## src/rtl/circbuf_pkg.sv

```systemverilog
package circbuf_pkg;

   // How the buffer bounds were chosen
   typedef enum logic {
      BND_EXPLICIT = 1'b0,
      BND_ALIGNED  = 1'b1
   } bnd_mode_e;

   // Which fold was applied to the candidate
   typedef enum logic [1:0] {
      FOLD_NONE = 2'd0,
      FOLD_DOWN = 2'd1,
      FOLD_UP   = 2'd2
   } fold_e;

endpackage

```

## src/rtl/circbuf_bounds.sv

```systemverilog
module circbuf_bounds
   import circbuf_pkg::*;
#(
   parameter int AW          = 32,
   parameter int LEN_W       = 17,
   parameter int KC_LSB      = 24,
   parameter int KC_W        = 4,
   parameter int MIN_EXP_LEN = 4,
   parameter bit KEEP_ALIGN  = 1'b1
) (
   input  logic [AW-1:0] ptr,
   input  logic [AW-1:0] modifier,
   input  logic [AW-1:0] base,
   output logic [AW-1:0] len,
   output logic [AW-1:0] lo,
   output logic [AW-1:0] hi,
   output bnd_mode_e     mode
);
   localparam int SH_W     = KC_W + 1;
   localparam int MAX_SH   = (1 << KC_W) + 1;
   localparam logic [AW-1:0] FIELD_MASK =
      ({{(AW-LEN_W){1'b0}}, {LEN_W{1'b1}}}) |
      (AW'({KC_W{1'b1}}) << KC_LSB);

   if (LEN_W > KC_LSB) begin : g_bad_fields
      $error("length field overlaps size code");
   end
   if (KC_LSB + KC_W > AW) begin : g_bad_code
      $error("size code exceeds word");
   end
   if (MAX_SH >= AW) begin : g_bad_shift
      $error("alignment window exceeds word");
   end

   logic [KC_W-1:0] kc;
   logic [SH_W-1:0] shamt;
   logic [AW-1:0]   win_mask;
   logic [AW-1:0]   unused_mod;

   assign kc         = modifier[KC_LSB +: KC_W];
   assign len        = {{(AW-LEN_W){1'b0}}, modifier[LEN_W-1:0]};
   assign shamt      = {1'b0, kc} + SH_W'(2);
   assign win_mask   = ({{(AW-1){1'b0}}, 1'b1} << shamt) - {{(AW-1){1'b0}}, 1'b1};
   assign unused_mod = modifier & ~FIELD_MASK;

   if (KEEP_ALIGN) begin : g_two_mode
      always_comb begin
         if (kc == '0 && len >= AW'(MIN_EXP_LEN)) begin
            mode = BND_EXPLICIT;
            lo   = base;
            hi   = base + len;
         end else begin
            mode = BND_ALIGNED;
            lo   = ptr & ~win_mask;
            hi   = (ptr & ~win_mask) | len;
         end
      end
   end else begin : g_explicit_only
      logic unused_align;
      assign unused_align = ^{ptr, win_mask};
      assign mode = BND_EXPLICIT;
      assign lo   = base;
      assign hi   = base + len;
   end

endmodule

```

## src/rtl/circbuf_wrap.sv

```systemverilog
module circbuf_wrap
   import circbuf_pkg::*;
#(
   parameter int AW = 32
) (
   input  logic [AW-1:0] ptr,
   input  logic [AW-1:0] step,
   input  logic [AW-1:0] len,
   input  logic [AW-1:0] lo,
   input  logic [AW-1:0] hi,
   output logic [AW-1:0] cand,
   output logic [AW-1:0] nxt,
   output fold_e         fold
);
   // Sum wraps at the word width; compares are unsigned vectors
   assign cand = ptr + step;

   always_comb begin
      if (cand >= hi) begin
         fold = FOLD_DOWN;
         nxt  = cand - len;
      end else if (cand < lo) begin
         fold = FOLD_UP;
         nxt  = cand + len;
      end else begin
         fold = FOLD_NONE;
         nxt  = cand;
      end
   end

endmodule

```

## src/rtl/circbuf_bitrev.sv

```systemverilog
module circbuf_bitrev #(
   parameter int AW    = 32,
   parameter int REV_W = 16
) (
   input  logic [AW-1:0] addr,
   output logic [AW-1:0] rev
);
   if (REV_W < 1 || REV_W > AW) begin : g_bad_rev
      $error("reverse width out of range");
   end

   for (genvar b = 0; b < REV_W; b++) begin : g_swap
      assign rev[b] = addr[REV_W-1-b];
   end
   if (REV_W < AW) begin : g_keep_top
      assign rev[AW-1:REV_W] = addr[AW-1:REV_W];
   end

endmodule

```

## src/rtl/circbuf_ptr_step.sv

```systemverilog
module circbuf_ptr_step
   import circbuf_pkg::*;
#(
   parameter int AW          = 32,
   parameter int LEN_W       = 17,
   parameter int KC_LSB      = 24,
   parameter int KC_W        = 4,
   parameter int MIN_EXP_LEN = 4,
   parameter int REV_W       = 16,
   parameter bit KEEP_ALIGN  = 1'b1
) (
   input  logic          clk,
   input  logic          rst_n,
   input  logic          in_valid,
   input  logic [AW-1:0] ptr_in,
   input  logic [AW-1:0] step_in,
   input  logic [AW-1:0] modifier_in,
   input  logic [AW-1:0] base_in,
   output logic          out_valid,
   output logic [AW-1:0] ptr_out,
   output logic [AW-1:0] rev_out
);
   logic [AW-1:0] len, lo, hi, cand, nxt, rev;
   bnd_mode_e     mode;
   fold_e         fold;

   circbuf_bounds #(
      .AW(AW), .LEN_W(LEN_W), .KC_LSB(KC_LSB), .KC_W(KC_W),
      .MIN_EXP_LEN(MIN_EXP_LEN), .KEEP_ALIGN(KEEP_ALIGN)
   ) u_bounds (
      .ptr(ptr_in), .modifier(modifier_in), .base(base_in),
      .len(len), .lo(lo), .hi(hi), .mode(mode)
   );

   circbuf_wrap #(.AW(AW)) u_wrap (
      .ptr(ptr_in), .step(step_in), .len(len), .lo(lo), .hi(hi),
      .cand(cand), .nxt(nxt), .fold(fold)
   );

   circbuf_bitrev #(.AW(AW), .REV_W(REV_W)) u_rev (
      .addr(ptr_in), .rev(rev)
   );

   always_ff @(posedge clk or negedge rst_n) begin
      if (!rst_n) begin
         out_valid <= 1'b0;
         ptr_out   <= '0;
         rev_out   <= '0;
      end else begin
         out_valid <= in_valid;
         if (in_valid) begin
            ptr_out <= nxt;
            rev_out <= rev;
         end
      end
   end

   // Result strobe follows the request by one cycle
   p_lat_r10: assert property (@(posedge clk) disable iff (!rst_n)
      in_valid |=> out_valid);
   p_idle_r10: assert property (@(posedge clk) disable iff (!rst_n)
      !in_valid |=> (!out_valid && $stable(ptr_out) && $stable(rev_out)));
   // Explicit mode must take its lower bound from the base word
   p_base_r2: assert property (@(posedge clk) disable iff (!rst_n)
      (in_valid && mode == BND_EXPLICIT) |-> (lo == base_in));
   // In-range candidate reaches the output untouched
   p_pass_r7: assert property (@(posedge clk) disable iff (!rst_n)
      (in_valid && cand >= lo && cand < hi) |=> (ptr_out == $past(cand)));
   // A downward fold only when the upper bound was reached
   p_down_r5: assert property (@(posedge clk) disable iff (!rst_n)
      (in_valid && fold == FOLD_DOWN) |-> (cand >= hi));
   // Upper half of the reversed output follows the accepted pointer
   p_revtop_r9: assert property (@(posedge clk) disable iff (!rst_n)
      in_valid |=> (rev_out[AW-1:REV_W] == $past(ptr_in[AW-1:REV_W])));

endmodule

```

## config.mk

```make
export PLATFORM = sky130hd
export DESIGN_NAME = circbuf_ptr_step
export DESIGN_NICKNAME = d
export VERILOG_FILES = /design/src/rtl/circbuf_pkg.sv /design/src/rtl/circbuf_bounds.sv /design/src/rtl/circbuf_wrap.sv /design/src/rtl/circbuf_bitrev.sv /design/src/rtl/circbuf_ptr_step.sv
export SDC_FILE = /design/constraint.sdc
export NUM_CORES = 1
export LEC_CHECK = 0
export BUFFER_PORTS_ARGS = -buffer_cell sky130_fd_sc_hd__buf_2
export CAP_MARGIN = 20
export CORE_AREA = 3 3 112 221
export CTS_CLUSTER_SIZE = 16
export DETAILED_ROUTE_END_ITERATION = 16
export DIE_AREA = 0 0 115 224
export GPL_TIMING_DRIVEN = 0
export PLACE_DENSITY_LB_ADDON = 0.12
export SKIP_CTS_REPAIR_TIMING = 1
export SYNTH_ARGS = -nofsm -noshare
export SYNTH_HDL_FRONTEND = slang
export SYNTH_SLANG_ARGS = --single-unit
export TNS_END_PERCENT = 10
```

## constraint.sdc

```tcl
create_clock -name clk -period 0.9 [get_ports clk]
set_input_delay 0.09 -clock clk [delete_from_list [all_inputs] [get_ports clk]]
set_output_delay 0.09 -clock clk [all_outputs]
set_load 0.02 [all_outputs]
```

==> flow_summary_export.csv, run 1 <==
group,metric,value,unit
pwr,p_clk_frac,0.162,
drt,drtIter0Drc,674,
place,dp_slack,-5710,ps
global_routing,grt_overflow,0,
global_routing,grt_pass1_wl,61100,um
clock_network,clkLatencyLatePin,360,ps
pwr,combPwrFrac,0.672,
global_routing,track_usage,0.311,
worst_setup_path,path_max_fanout,8,
pwr,vdd_drop_max,1.26,mV
pwr,p_int,12700,uW
place,place_hpwl,33500,um
global_routing,grt_pass1_vias,11300,
drt,firstDrtPassIters,5,
drt,antenna_left,0,
yosys,yosysTopAreaCell,"ha_1",
die,start_util,0.445,
die,fp.coreArea,0.0233,mm2
yosys,synth_area_per_cell,7.85,um2
yosys,yosysSeqAreaShare,0.157,
yosys,yosys_warnings,0,
worst_setup_path,criticalPathCategory,"in2reg",
sta,slew_violations,0,
yosys,syn_inst,1322,
sta,hold_slack,-191,ps
yosys,synthTopCellsByCount,"147 x ha_1, 122 x a21oi_1, 115 x nand2_1",
sta,setup_slack,-4480,ps
cells_and_area,num-nets-final,1838,
drt,via_per_inst,6.22,
worst_setup_path,end_kind,"flip-flop",
yosys,syn_nets,1604,
drt,wl_per_cell,22.6,um
global_routing,grt_start_max_net_pins,66,
yosys,ys_top_cells_by_area,"ha_1 18%, dfrtp_1 16%, a21oi_1 5.9%",
pwr,p_sw_frac,0.473,
clock_network,cts_made_buffers,9,
clock_network,cts_root_buf,"clkbuf_16",
yosys,synthDistinctLibCells,91,
sta,hold_viol_final,65,
pwr,switching_power,11400,uW
run_status,violations,"hold timing, setup timing",
place,place.gp.congestion,0.968,
clock_network,cts.sinks,65,
run_status,run_status,"complete, but fails checks",
place,portBuffers,182,
yosys,ys_ff_latch,65,
global_routing,antenna_found_initial,2,
drt,vias,11500,
yosys,ys.flop_type,"dfrtp_1",
pwr,pwr_density_cell,1840,mW/mm2
sta,period_needed,5380,ps
drt,drcViolationCount,0,
sta,fin_crit_sh,5.97,
yosys,async_reset_ff_frac,1.00,
clock_network,htree_levels,3,
yosys,synth_top_cell_area_share,0.177,
worst_hold_path,min_path_type,"in2async",
worst_setup_path,cp-start-kind,"input pin",
flow_run,max_cap_viol_count,0,
clock_network,cts_buffer_depth,2,
sta,rsz0062_at_grt,"yes",
yosys,synth.most_common_cell,"ha_1",
die,dieHeight,224,um
drt,wl,41700,um
pwr,power_leakage,0.00596,uW
pwr,seqPwrFrac,0.167,
die,dieArea,0.0258,mm2
worst_setup_path,critPathArrivalTime,5620,ps
sta,slew_headroom,0.198,
sta,fmax,186,MHz
yosys,netlist_area,0.0104,mm2
die,ioPinCount,196,
die,rows,79,
cells_and_area,area_growth_syn_to_layout,26.4,%
clock_network,cts_tree,"built",
cells_and_area,drive_above_1_share,0.283,
sta,setup_violations,119,
sta,skew,0,ps
die,die_w,115,um
worst_setup_path,cp.required,1140,ps
clock_network,path_clk_slew,60,ps
sta,worst_slew_pin_slew,1170,ps
cells_and_area,postLayoutCoreUtil,0.562,
yosys,synth_edf_count,0,
[registers in the layout, summed over array words and instances (netlist names)]
signal,count
out_valid,1
ptr_out,32
rev_out,32
[cells in the final DEF (no fill, tap or decap), drive strengths merged, types with 26 or more instances in the layout]
cell,n
a211oi,32
a21o,34
a21oi,124
and3,26
buf,237
clkbuf,45
dfrtp,65
ha,147
inv,65
mux2,48
nand2,115
nand3,34
nor2,101
nor3,41
o21ai,85
xnor2,36
[area by class of cell]
class                   count  area (um2)
inverters                  67         259
fillers                  2262       10200
well taps                 283         354
clock inverters             5        78.8
multi-input cells        1139        8860
plain buffers              49         315
repair buffers            225        1380
clock buffers              11         243
flip-flops and latches     65        1630
diodes                      2        5.00
[metrics by stage]
step / instances / area, um2 / hold slack [ps] / total power (uW) / setup TNS (ps)
finish: 1846 / 13100 / -191 / 24200 / -153520
global route: 1846 / 13100 / -124 / 25700 / -163700
CTS: 1805 / 12100 / -144 / 21600 / -182230
detailed placement: 1789 / 11700 / 238 / 17600 / -199630
global placement: 1787 / 11700 / 360 / 17400 / -237130
floorplan: 1322 / 10500 / -206 / 13300 / -136420
[power by group through the flow]
stage	registers [uW]	clock network (uW)	logic, uW
after detailed placement	4080	0	13500
after floorplan	4960	0	8320
after CTS	4030	4010	13600
after global placement	4050	0	13400
after global routing	4120	4100	17500
final	4030	3910	16200
[cells by family (layout without fill, tap and decap cells)]
family | after synthesis | count (layout) | synth area share
adders and majority gates | 151 | 151 | 0.185
other | 0 | 2 | 0
buffers and inverters | 118 | 357 | 0.0464
xor gates and xnor gates | 56 | 56 | 0.0494
DFF | 65 | 65 | 0.157
muxes | 58 | 58 | 0.0617
AOI/OAI and AO/OA | 432 | 432 | 0.286
and+or+nand+nor | 442 | 442 | 0.215
[per-layer routing]
metal  global-route usage  vias to the layer above  wire length [um]
met1                0.312                     5442             14500
met2                0.565                      435             21900
met4                0.240                        0              3650
met5                    0                        -                 0
li1                     -                     5448                 -
met3               0.0341                      160              1660
[worst max-delay path: stages]
cell	delay [ps]
buf_8	110
clkinvlp_4	120
fa_2	370
nor2b_2	140
o21ai_2	90
a21boi_2	180
o21ai_2	90
a21boi_2	180
o2111a_2	240
nor3_4	50
or3_4	390
and3_4	160
buf_8	130
or4_4	470
a31o_4	250
ha_4	260
nand4_1	150
nor4_4	320
o2111ai_2	180
a21oi_4	220
nor4_4	70
clkbuf_8	180
a211oi_4	210
buf_6	160
o21ai_4	60
o41a_1	340
xnor2_1	140
mux2_4	260
[final timing paths]
| path | start | to | slack (ps) | depth (start not counted) |
|---|---|---|---|---|
| max reg2reg | ptr_out[28] | ptr_out[28] | 130 | 1 |
| max in group asynchronous | rst_n | rev_out[16] | 450 | 1 |
| min | rst_n | ptr_out[3] | -190 | 1 |
| min in group clk | ptr_in[27] | rev_out[27] | 10 | 2 |
| max | modifier_in[1] | ptr_out[22] | -4480 | 28 |
| min reg2reg | ptr_out[15] | ptr_out[15] | 490 | 2 |
(Power assumes the default switching activity.)
==> inputs of run 2 (changes only) <==
--- a/config.mk
+++ b/config.mk
@@ -6,12 +6,10 @@
 export NUM_CORES = 1
 export LEC_CHECK = 0
 export BUFFER_PORTS_ARGS = -buffer_cell sky130_fd_sc_hd__buf_2
-export CAP_MARGIN = 20
 export CORE_AREA = 3 3 112 221
 export CTS_CLUSTER_SIZE = 16
 export DETAILED_ROUTE_END_ITERATION = 16
 export DIE_AREA = 0 0 115 224
-export GPL_TIMING_DRIVEN = 0
 export PLACE_DENSITY_LB_ADDON = 0.12
 export SKIP_CTS_REPAIR_TIMING = 1
 export SYNTH_ARGS = -nofsm -noshare
==> run 2 against run 1 <==
Effect of this change:
- the flow finishes with violations (setup timing)
- fmax grew 5.6%
- worst setup slack gained 280 ps
- worst hold slack gained 270 ps
- die area is the same
- via count grew 13%
- first-iteration DRC count shrank 20%
- critical path depth grew 1
- combinational power grew 17%
- non-clock buffer count grew 413
- critical endpoint is now ptr_out[5]
- largest power group unchanged
==> flow_summary_export.csv, run 2 (same netlist as run 1, synthesis figures left out) <==
group,metric,value,unit
sta,fin_tns_setup,-134570,ps
global_routing,antenna_found_initial,2,
cells_and_area,num-nets-final,2251,
global_routing,grt_start_max_net_pins,42,
place,portBuffers,184,
drt,wl,44700,um
worst_hold_path,min-delay-start,"in_valid",
global_routing,grt_pass1_wl,67600,um
worst_setup_path,end_kind,"flip-flop",
drt,vias,13000,
drt,antenna_left,0,
sta,worst_slew_pin_slew,744,ps
cells_and_area,final_cell_mix,"485 x buf_4, 176 x buf_2, 142 x ha_1, 113 x nand2_1, 111 x a21oi_1",
die,dieArea,0.0258,mm2
sta,skew,0,ps
pwr,power_leakage,0.00803,uW
sta,fmax,196,MHz
cells_and_area,reg.largest.list,"ptr_out: 32 flops, rev_out: 32 flops, out_valid: 1 flops",
drt,drtIter0Drc,541,
pwr,report.power.total,26400,uW
sta,setup_violations,97,
worst_setup_path,rr_worst_depth,1,
run_status,violations,"setup timing",
worst_setup_path,critPathLaunch,"modifier_in[1]",
sta,hold_viol_final,0,
worst_hold_path,min_path_type,"in2reg",
die,fp.coreArea,0.0233,mm2
sta,slew_headroom,0.502,
global_routing,grt_pass1_vias,13400,
sta,setup_slack,-4190,ps
clock_network,clkLatencyLatePin,370,ps
clock_network,cts_made_buffers,9,
clock_network,cts_buffer_depth,2,
pwr,vdd_drop_max,1.15,mV
die,rows,79,
global_routing,track_usage,0.338,
die,dieHeight,224,um
place,place_hpwl,37200,um
die,start_util,0.445,
place,place.gp.congestion,1.01,
clock_network,cts.sinks,65,
worst_setup_path,critPathArrivalTime,5350,ps
worst_setup_path,path_max_fanout,7,
sta,period_needed,5090,ps
worst_setup_path,critPathSlowestCell,"a211oi_2",
clock_network,path_clk_slew,60,ps
clock_network,cts_root_buf,"clkbuf_16",
sta,fin_crit_sh,5.66,
cells_and_area,drive_above_1_share,0.440,
flow_run,max_cap_viol_count,0,
drt,drcViolationCount,0,
drt,firstDrtPassIters,5,
worst_hold_path,min_path_cells,3,
die,die_w,115,um
run_status,run_status,"complete, but fails checks",
die,ioPinCount,196,
worst_setup_path,criticalPathCategory,"in2reg",
cells_and_area,layout_commonest_cell,"buf_4",
worst_setup_path,reg2reg_to,"ptr_out[28]",
sta,rsz0062_at_grt,"yes",
drt,wl_per_cell,19.8,um
worst_setup_path,reg2reg_slack,110,ps
worst_setup_path,path_common_cell,"buf_4",
clock_network,htree_levels,3,
worst_hold_path,hold_path_end,"ptr_out[19]",
worst_setup_path,cp-start-kind,"input pin",
worst_setup_path,cp.required,1150,ps
global_routing,grt_overflow,0,
worst_setup_path,r2r-start,"ptr_out[28]",
worst_setup_path,critPathMaxStageDelay,380,ps
worst_setup_path,cpLargestDelayFamily,"compound AO/OA/AOI/OAI gates",
sta,slew_violations,0,
clock_network,cts_tree,"built",
drt,via_per_inst,5.76,
pwr,pwr_density_cell,1630,mW/mm2
worst_setup_path,critPathBufInv,9,
cells_and_area,area_growth_syn_to_layout,55.8,%
==> run 2: cell types whose count changed in the layout (fill, tap and decap cells not counted), sizes merged <==
cell      before  now
bufinv         2    0
clkinvlp       2    1
clkbuf        45   13
clkinv         3    1
buf          237  684
inv           65   67
==> run 2: power by group <==
part	leakage (uW)	internal, uW	switching, uW
clock network	0.000138	2070	1440
registers	0.000757	3650	397
logic	0.00714	8920	9930
==> run 2: stage by stage <==
step                      hold slack (ps)  std cells  worst slack (ps)  instance area [um2]   util
final                                79.6       2258             -4190                16200  0.693
after global routing                 91.9       2258             -4400                16200  0.693
after global placement              -71.2       2219             -4710                15200  0.651
after detailed placement            -68.6       2219             -4930                15200  0.651
after CTS                            -473       2234             -4570                15500  0.663
after floorplan                      -206       1322             -4260                10500      -
==> run 2: area by class of cell <==
type | count | area [um2]
antenna | 2 | 5.00
inverter | 67 | 251
multi-input combinational | 1139 | 8770
tap | 283 | 354
clock buffer | 13 | 270
clock inverter | 2 | 12.5
sequential | 65 | 1630
timing repair buffer | 687 | 4880
fill | 2088 | 7160
==> run 2: worst max-delay path by stage <==
| stage | endpoint | slack (ps) | cells after the start |
|---|---|---|---|
| 2_1_floorplan | ptr_out[22] | -4260 | 27 |
| 3_3_place_gp | ptr_out[31] | -4710 | 26 |
| 3_5_place_dp | ptr_out[27] | -4930 | 27 |
| 4_1_cts | ptr_out[27] | -4570 | 27 |
| 5_1_grt | ptr_out[22] | -4400 | 28 |
| 6_report | ptr_out[5] | -4190 | 29 |
==> run 2: layer usage <==
metal | up-vias | wire length, um | track usage
li1 | 6276 | - | -
met1 | 6129 | 14800 | 0.310
met5 | - | 0 | 0
met2 | 413 | 23600 | 0.626
met4 | 0 | 4580 | 0.291
met3 | 191 | 1710 | 0.0503
